==> src/rtl/ecc_refetch_pkg.sv <==
package ecc_refetch_pkg;

  localparam int DW = 32;       // data bits per word
  localparam int PW = 7;        // check bits per word
  localparam int CW = DW + PW;  // stored codeword width
  localparam int HP = DW + 6;   // highest Hamming position

  typedef enum logic [2:0] {
    ST_IDLE,
    ST_LOOK,
    ST_MREQ,
    ST_FILL,
    ST_RESP
  } ctl_state_e;

  typedef enum logic [1:0] {
    CK_CLEAN,
    CK_FIXED,
    CK_FATAL
  } ck_kind_e;

  function automatic logic is_pow2(input int p);
    return (p & (p - 1)) == 0;
  endfunction

  // place data bits at the non-power-of-two Hamming positions
  function automatic logic [HP:1] spread(input logic [DW-1:0] d);
    logic [HP:1] v;
    int k;
    v = '0;
    k = 0;
    for (int p = 1; p <= HP; p++) begin
      if (!is_pow2(p)) begin
        v[p] = d[k];
        k++;
      end
    end
    return v;
  endfunction

  // inverse of spread
  function automatic logic [DW-1:0] gather(input logic [HP:1] v);
    logic [DW-1:0] d;
    int k;
    d = '0;
    k = 0;
    for (int p = 1; p <= HP; p++) begin
      if (!is_pow2(p)) begin
        d[k] = v[p];
        k++;
      end
    end
    return d;
  endfunction

  // XOR of the positions of all set bits
  function automatic logic [5:0] pos_xor(input logic [HP:1] v);
    logic [5:0] s;
    s = '0;
    for (int p = 1; p <= HP; p++) begin
      if (v[p]) s = s ^ 6'(p);
    end
    return s;
  endfunction

endpackage

==> src/rtl/secded_gen.sv <==
module secded_gen
  import ecc_refetch_pkg::*;
(
  input  logic [DW-1:0] data_i,
  output logic [PW-1:0] check_o
);

  logic [5:0] ham;

  always_comb begin
    ham     = pos_xor(spread(data_i));
    check_o = {(^data_i) ^ (^ham), ham};
  end

endmodule

==> src/rtl/secded_chk.sv <==
module secded_chk
  import ecc_refetch_pkg::*;
(
  input  logic [CW-1:0] cw_i,
  output logic [DW-1:0] data_o,
  output ck_kind_e      kind_o
);

  logic [DW-1:0] raw;
  logic [5:0]    syn;
  logic          par_bad;
  logic [HP:1]   pos_hot;
  logic [DW-1:0] fix_mask;

  assign raw     = cw_i[CW-1:PW];
  assign syn     = pos_xor(spread(raw)) ^ cw_i[5:0];
  assign par_bad = ^cw_i;

  always_comb begin
    for (int p = 1; p <= HP; p++) pos_hot[p] = (syn == 6'(p));
  end

  always_comb begin
    fix_mask = '0;
    kind_o   = CK_CLEAN;
    if (par_bad) begin
      if (is_pow2(int'(syn))) begin
        kind_o = CK_FIXED;             // a check bit or the parity bit flipped
      end else if (int'(syn) <= HP) begin
        kind_o   = CK_FIXED;
        fix_mask = gather(pos_hot);
      end else begin
        kind_o = CK_FATAL;             // odd weight, syndrome off the code
      end
    end else if (syn != 6'd0) begin
      kind_o = CK_FATAL;               // even weight, non-zero syndrome
    end
  end

  assign data_o = raw ^ fix_mask;

endmodule

==> src/rtl/line_store.sv <==
module line_store
  import ecc_refetch_pkg::*;
#(
  parameter int LINES = 8,
  parameter int WORDS = 4,
  parameter int TAGW  = 7,
  localparam int IDXW = $clog2(LINES),
  localparam int OFFW = $clog2(WORDS)
) (
  input  logic            clk,
  input  logic            rst_n,
  input  logic [IDXW-1:0] lk_idx,
  input  logic [OFFW-1:0] lk_off,
  output logic            lk_valid,
  output logic [TAGW-1:0] lk_tag,
  output logic [CW-1:0]   lk_cw,
  input  logic            wr_en,
  input  logic [IDXW-1:0] wr_idx,
  input  logic [OFFW-1:0] wr_off,
  input  logic [CW-1:0]   wr_cw,
  input  logic            set_en,
  input  logic [TAGW-1:0] set_tag,
  input  logic            clr_en
);

  logic [LINES-1:0]             vld_vec;
  logic [TAGW-1:0]              tag_arr  [LINES];
  logic [WORDS-1:0][CW-1:0]     line_arr [LINES];

  for (genvar g = 0; g < LINES; g++) begin : g_line
    logic                     v_q;
    logic [TAGW-1:0]          t_q;
    logic [WORDS-1:0][CW-1:0] w_q;
    logic                     sel;

    assign sel = (wr_idx == IDXW'(g));

    always_ff @(posedge clk or negedge rst_n) begin
      if (!rst_n) begin
        v_q <= 1'b0;
        t_q <= '0;
      end else if (sel && set_en) begin
        v_q <= 1'b1;
        t_q <= set_tag;
      end else if (sel && clr_en) begin
        v_q <= 1'b0;
      end
    end

    always_ff @(posedge clk) begin
      if (sel && wr_en) w_q[wr_off] <= wr_cw;
    end

    assign vld_vec[g]  = v_q;
    assign tag_arr[g]  = t_q;
    assign line_arr[g] = w_q;
  end

  assign lk_valid = vld_vec[lk_idx];
  assign lk_tag   = tag_arr[lk_idx];
  assign lk_cw    = line_arr[lk_idx][lk_off];

endmodule

==> src/rtl/ecc_refetch_cache.sv <==
module ecc_refetch_cache
  import ecc_refetch_pkg::*;
#(
  parameter int LINES = 8,
  parameter int WORDS = 4,
  parameter int AW    = 12,
  localparam int OFFW = $clog2(WORDS),
  localparam int IDXW = $clog2(LINES),
  localparam int TAGW = AW - OFFW - IDXW
) (
  input  logic             clk,
  input  logic             rst_n,
  input  logic             ecc_en,
  input  logic             line_dirty,
  input  logic             req_valid,
  output logic             req_ready,
  input  logic             req_write,
  input  logic [AW-1:0]    req_addr,
  input  logic [31:0]      req_wdata,
  input  logic [38:0]      req_flip,
  output logic             rsp_valid,
  input  logic             rsp_ready,
  output logic [31:0]      rsp_data,
  output logic             mem_req_valid,
  input  logic             mem_req_ready,
  output logic [AW-OFFW-1:0] mem_req_addr,
  input  logic             mem_rsp_valid,
  input  logic [31:0]      mem_rsp_data,
  output logic             dirty_drop_seen
);

  ctl_state_e      st;
  logic [AW-1:0]   addr_q;
  logic [OFFW-1:0] beat_q;
  logic [DW-1:0]   rsp_q;
  logic            drop_q;

  logic [AW-1:0]   lk_addr;
  logic [OFFW-1:0] lk_off;
  logic [IDXW-1:0] lk_idx;
  logic [TAGW-1:0] lk_tagf;
  logic            lk_valid;
  logic [TAGW-1:0] lk_tag;
  logic [CW-1:0]   lk_cw;
  logic            hit;
  logic [DW-1:0]   fixed_data;
  ck_kind_e        kind;
  logic            serve_ok;

  logic [DW-1:0]   enc_src;
  logic [PW-1:0]   enc_chk;
  logic [CW-1:0]   wr_cw;
  logic            wr_en;
  logic [OFFW-1:0] wr_off;
  logic            fill_beat;
  logic            last_beat;
  logic            set_en;
  logic            clr_en;

  // one lookup port: the incoming address while idle, the held one otherwise
  assign lk_addr = (st == ST_IDLE) ? req_addr : addr_q;
  assign lk_off  = lk_addr[OFFW-1:0];
  assign lk_idx  = lk_addr[OFFW +: IDXW];
  assign lk_tagf = lk_addr[AW-1 -: TAGW];
  assign hit     = lk_valid && (lk_tag == lk_tagf);

  secded_chk u_chk_dec (
    .cw_i   (lk_cw),
    .data_o (fixed_data),
    .kind_o (kind)
  );

  assign serve_ok = hit && (!ecc_en || (kind != CK_FATAL));

  // one encoder shared between write hits and refill beats
  assign enc_src = (st == ST_FILL) ? mem_rsp_data : req_wdata;

  secded_gen u_enc (
    .data_i  (enc_src),
    .check_o (enc_chk)
  );

  assign wr_cw     = {enc_src, enc_chk} ^ ((st == ST_IDLE) ? req_flip : '0);
  assign fill_beat = (st == ST_FILL) && mem_rsp_valid;
  assign last_beat = fill_beat && (beat_q == OFFW'(WORDS - 1));
  assign wr_en     = fill_beat ||
                     ((st == ST_IDLE) && req_valid && req_write && hit);
  assign wr_off    = (st == ST_FILL) ? beat_q : lk_off;
  assign set_en    = last_beat;
  assign clr_en    = (st == ST_LOOK) && !serve_ok;

  line_store #(
    .LINES (LINES),
    .WORDS (WORDS),
    .TAGW  (TAGW)
  ) u_store (
    .clk      (clk),
    .rst_n    (rst_n),
    .lk_idx   (lk_idx),
    .lk_off   (lk_off),
    .lk_valid (lk_valid),
    .lk_tag   (lk_tag),
    .lk_cw    (lk_cw),
    .wr_en    (wr_en),
    .wr_idx   (lk_idx),
    .wr_off   (wr_off),
    .wr_cw    (wr_cw),
    .set_en   (set_en),
    .set_tag  (lk_tagf),
    .clr_en   (clr_en)
  );

  always_ff @(posedge clk or negedge rst_n) begin
    if (!rst_n) begin
      st     <= ST_IDLE;
      addr_q <= '0;
      beat_q <= '0;
      rsp_q  <= '0;
      drop_q <= 1'b0;
    end else begin
      case (st)
        ST_IDLE: begin
          if (req_valid && !req_write) begin
            addr_q <= req_addr;
            st     <= ST_LOOK;
          end
        end
        ST_LOOK: begin
          if (serve_ok) begin
            rsp_q <= ecc_en ? fixed_data : lk_cw[CW-1:PW];
            st    <= ST_RESP;
          end else begin
            if (hit && line_dirty) drop_q <= 1'b1;
            st <= ST_MREQ;
          end
        end
        ST_MREQ: begin
          beat_q <= '0;
          if (mem_req_ready) st <= ST_FILL;
        end
        ST_FILL: begin
          if (mem_rsp_valid) begin
            beat_q <= beat_q + 1'b1;
            if (last_beat) st <= ST_LOOK;
          end
        end
        ST_RESP: begin
          if (rsp_ready) st <= ST_IDLE;
        end
        default: st <= ST_IDLE;
      endcase
    end
  end

  assign req_ready       = (st == ST_IDLE);
  assign rsp_valid       = (st == ST_RESP);
  assign rsp_data        = rsp_q;
  assign mem_req_valid   = (st == ST_MREQ);
  assign mem_req_addr    = addr_q[AW-1:OFFW];
  assign dirty_drop_seen = drop_q;

endmodule

==> config.mk <==
export PLATFORM = sky130hd
export DESIGN_NAME = ecc_refetch_cache
export DESIGN_NICKNAME = d
export VERILOG_FILES = /design/src/rtl/ecc_refetch_pkg.sv /design/src/rtl/secded_gen.sv /design/src/rtl/secded_chk.sv /design/src/rtl/line_store.sv /design/src/rtl/ecc_refetch_cache.sv
export SDC_FILE = /design/constraint.sdc
export NUM_CORES = 2
export LEC_CHECK = 0
export ABC_AREA = 1
export BUFFER_PORTS_ARGS = -buffer_cell sky130_fd_sc_hd__buf_2
export CAP_MARGIN = 40
export CORE_MARGIN = 1
export CORE_UTILIZATION = 35
export DETAILED_ROUTE_END_ITERATION = 7
export PLACE_DENSITY = 0.52
export SYNTH_ARGS = -nofsm -noshare
export SYNTH_HDL_FRONTEND = slang
export SYNTH_HIERARCHICAL = 1
export SYNTH_SLANG_ARGS = --single-unit
==> constraint.sdc <==
create_clock -name clk -period 7.4 [get_ports clk]
set_input_delay 0.37 -clock clk [delete_from_list [all_inputs] [get_ports clk]]
set_output_delay 0.37 -clock clk [all_outputs]
set_load 0.005 [all_outputs]
==> flow_summary_export.csv <==
group,metric,value,unit
hold_path,hold_class,"input pin to flip-flop",
clocking,clock_latency,0.77,ns
global_route,antenna_found_initial,9,
setup_path,cp_slowest_stage_delay,0.53,ns
clocking,htree_levels,4,
global_route,track_usage,0.217,
setup_path,cp-end-kind,"flip-flop",
yosys,synth_nets,6270,
floorplan,die_y,423,um
layout,area_growth,14.6,%
yosys,seq_area_frac_synth,0.650,
setup_path,path_common_cell,"nand2_1",
global_route,grt_pass1_vias,43600,
yosys,synthAdderAreaFrac,0.000202,
layout,nets,6423,
route,drt-initial-drc-count,4666,
timing,rsz0062_at_grt,"no",
timing,fmax,154,MHz
yosys,avgSynthCellArea,10.1,um^2
layout,fin_cells,8755,
placed_design,place_ws,0.973,ns
outcome,outcome,"finished clean",
layout,layout_commonest_cell,"nand2_1",
route,ant_nets,0,
layout,fin_util,0.404,
yosys,synthXorXnorAreaFrac,0.0148,
timing,finalHoldViolCount,0,
setup_path,critPathLaunchType,"flip-flop",
timing,tns,0,ns
global_route,grt_pass1_wl,288,mm
floorplan,die_w,423,um
placed_design,gp_congestion,0.880,
flow_run,drv_cap,0,
clocking,cts_tree,"built",
setup_path,critPathTopFamily,"simple AND/OR/NAND/NOR gates",
clocking,clock-sinks,1362,
yosys,synth_top_area_cell,"edfxtp_1",
floorplan,die_area,179000,um^2
route,via_per_inst,5.13,
yosys,ys_seq_elements,1362,
setup_path,cp_slowest_cell,"buf_12",
timing,finClkSkew,0.0310,ns
yosys,synth-compound-area-share,0.0150,
clocking,clk_path_buf_depth,3,
yosys,synth_top_family_by_area,"simple AND/OR/NAND/NOR gates",
layout,drive_gt1_frac,0.112,
route,drc,0,
yosys,synth.area.mux_share,0.000363,
floorplan,core,176000,um^2
placed_design,dp_hpwl,115,mm
route,drt_pass1_iterations,5,
yosys,synth_top_area_share,0.604,
yosys,synth.cell_area,62100,um^2
setup_path,cp.required,8.02,ns
route,wl_per_cell,22.4,um
route,wirelength,196,mm
clocking,cts_root_buf,"clkbuf_16",
setup_path,cp_num_buf_inv,8,
timing,finalSetupViolations,0,
global_route,grt_max_degree,172,
timing,slew_violations,0,
route,vias,44900,
placed_design,dp.cells,8470,
clocking,post-cts-setup-buffer-count,0,
yosys,synth_area_leaders,"edfxtp_1 60%, nand2_1 16%, nand3_1 8.8%",
timing,tightestPinTransition,0.929,ns
global_route,grt_overflow,0,
setup_path,cp_max_fo,120,
placed_design,port_buffers,169,
timing,slew_headroom,0.379,
clocking,clk_pin_slew_worst_paths,0.06,ns
layout,final_cell_mix,"2602 x nand2_1, 1248 x edfxtp_1, 1093 x nand3_1",
yosys,yosysWarnings,6,
yosys,yosys.cell_types.count,47,
floorplan,rows,154,
yosys,synthCells,6145,
floorplan,initial_utilization,0.352,
setup_path,crit_type,"flip-flop to flip-flop",
clocking,cts_inserted_buffers,149,
setup_path,crit_arrival,7.09,ns
timing,layout_min_cycle_time,6.48,ns
yosys,synthSimpleGateAreaFrac,0.267,
timing,setup_slack,0.921,ns
floorplan,io_pins,170,
timing,post-route-period-util,0.876,
[registers in the layout, indices dropped and copies added (netlist names)]
register            count
u_store/g_line.v_q      8
addr_q                 12
u_store/g_line.w_q   1248
beat_q                  2
u_store/g_line.t_q     56
rsp_data               32
dirty_drop_seen         1
st                      3
[cells in the mapped netlist (all sizes together)]
library cell  count
dfrtp           114
ha                1
nor3              5
a31oi             8
clkbuf           51
nor4              4
xnor2            42
nand4            43
o21ai           147
a21oi            15
o2111ai           1
nor2            127
nand3          1100
buf             308
nand3b            5
inv             200
or2              33
o21a              1
clkinv            3
xor2             60
edfxtp         1248
o21bai            4
nand2          2622
a21boi            1
mux2              2
[worst reg2reg max path: cells and delay by family, from the launching register on]
family          cells  cell delay, ns
compound gates      3            0.58
buf+inv             8            2.13
flops               1            0.48
simple gates       24            3.19
[cell type report]
class                           count  area [um^2]
Fill cell                       17100       105000
Sequential cell                  1362        40300
Multi-Input combinational cell   4221        19300
Clock buffer                      198         4020
Timing Repair Buffer              361         3360
Tap cell                         2340         2930
Inverter                          203          806
Clock inverter                     67          437
Antenna cell                        3         7.51
[stage by stage]
step | hold slack [ns] | area, um^2
floorplan | 0.0744 | 62100
global placement | 0.351 | 65800
detailed placement | 0.365 | 66500
CTS | 0.0271 | 71100
global route | 0.114 | 71100
finish | 0.0651 | 71100
[final timing paths]
kind,from,endpoint,slack (ns),cells past startpoint
worst max-delay path,st[2],u_store/g_line[2].v_q,0.92,35
worst min-delay path,mem_req_ready,st[0],0.07,3
worst max register to register,st[2],u_store/g_line[2].v_q,0.92,35
worst min register to register,rsp_data[22],rsp_data[22],0.47,2
max in group asynchronous,rst_n,u_store/g_line[7].t_q[2],6.09,4
min in group asynchronous,rst_n,rsp_data[21],0.11,2
[timing repair]
item	in CTS	in global routing
hold endpoints to repair	51	0
endpoints found under the setup margin	0	0
resized for setup	0	0
hold buffers	17	0
[routing by layer]
metal,vias to the layer above,track usage,routed length (um)
met5,-,0,13
met4,2,0.0779,6890
met3,297,0.0354,14500
met2,1626,0.340,88200
met1,21900,0.301,86400
li1,21100,-,-
[cell families after synthesis]
group	Yosys count
simple gates	3939
flops	1362
buf+inv	562
compound gates	177
xor+xnor	102
mux	2
fa+ha+maj	1
Power is not shown: default switching activity piles up to over one toggle a cycle in this logic, so the estimate is an artifact.
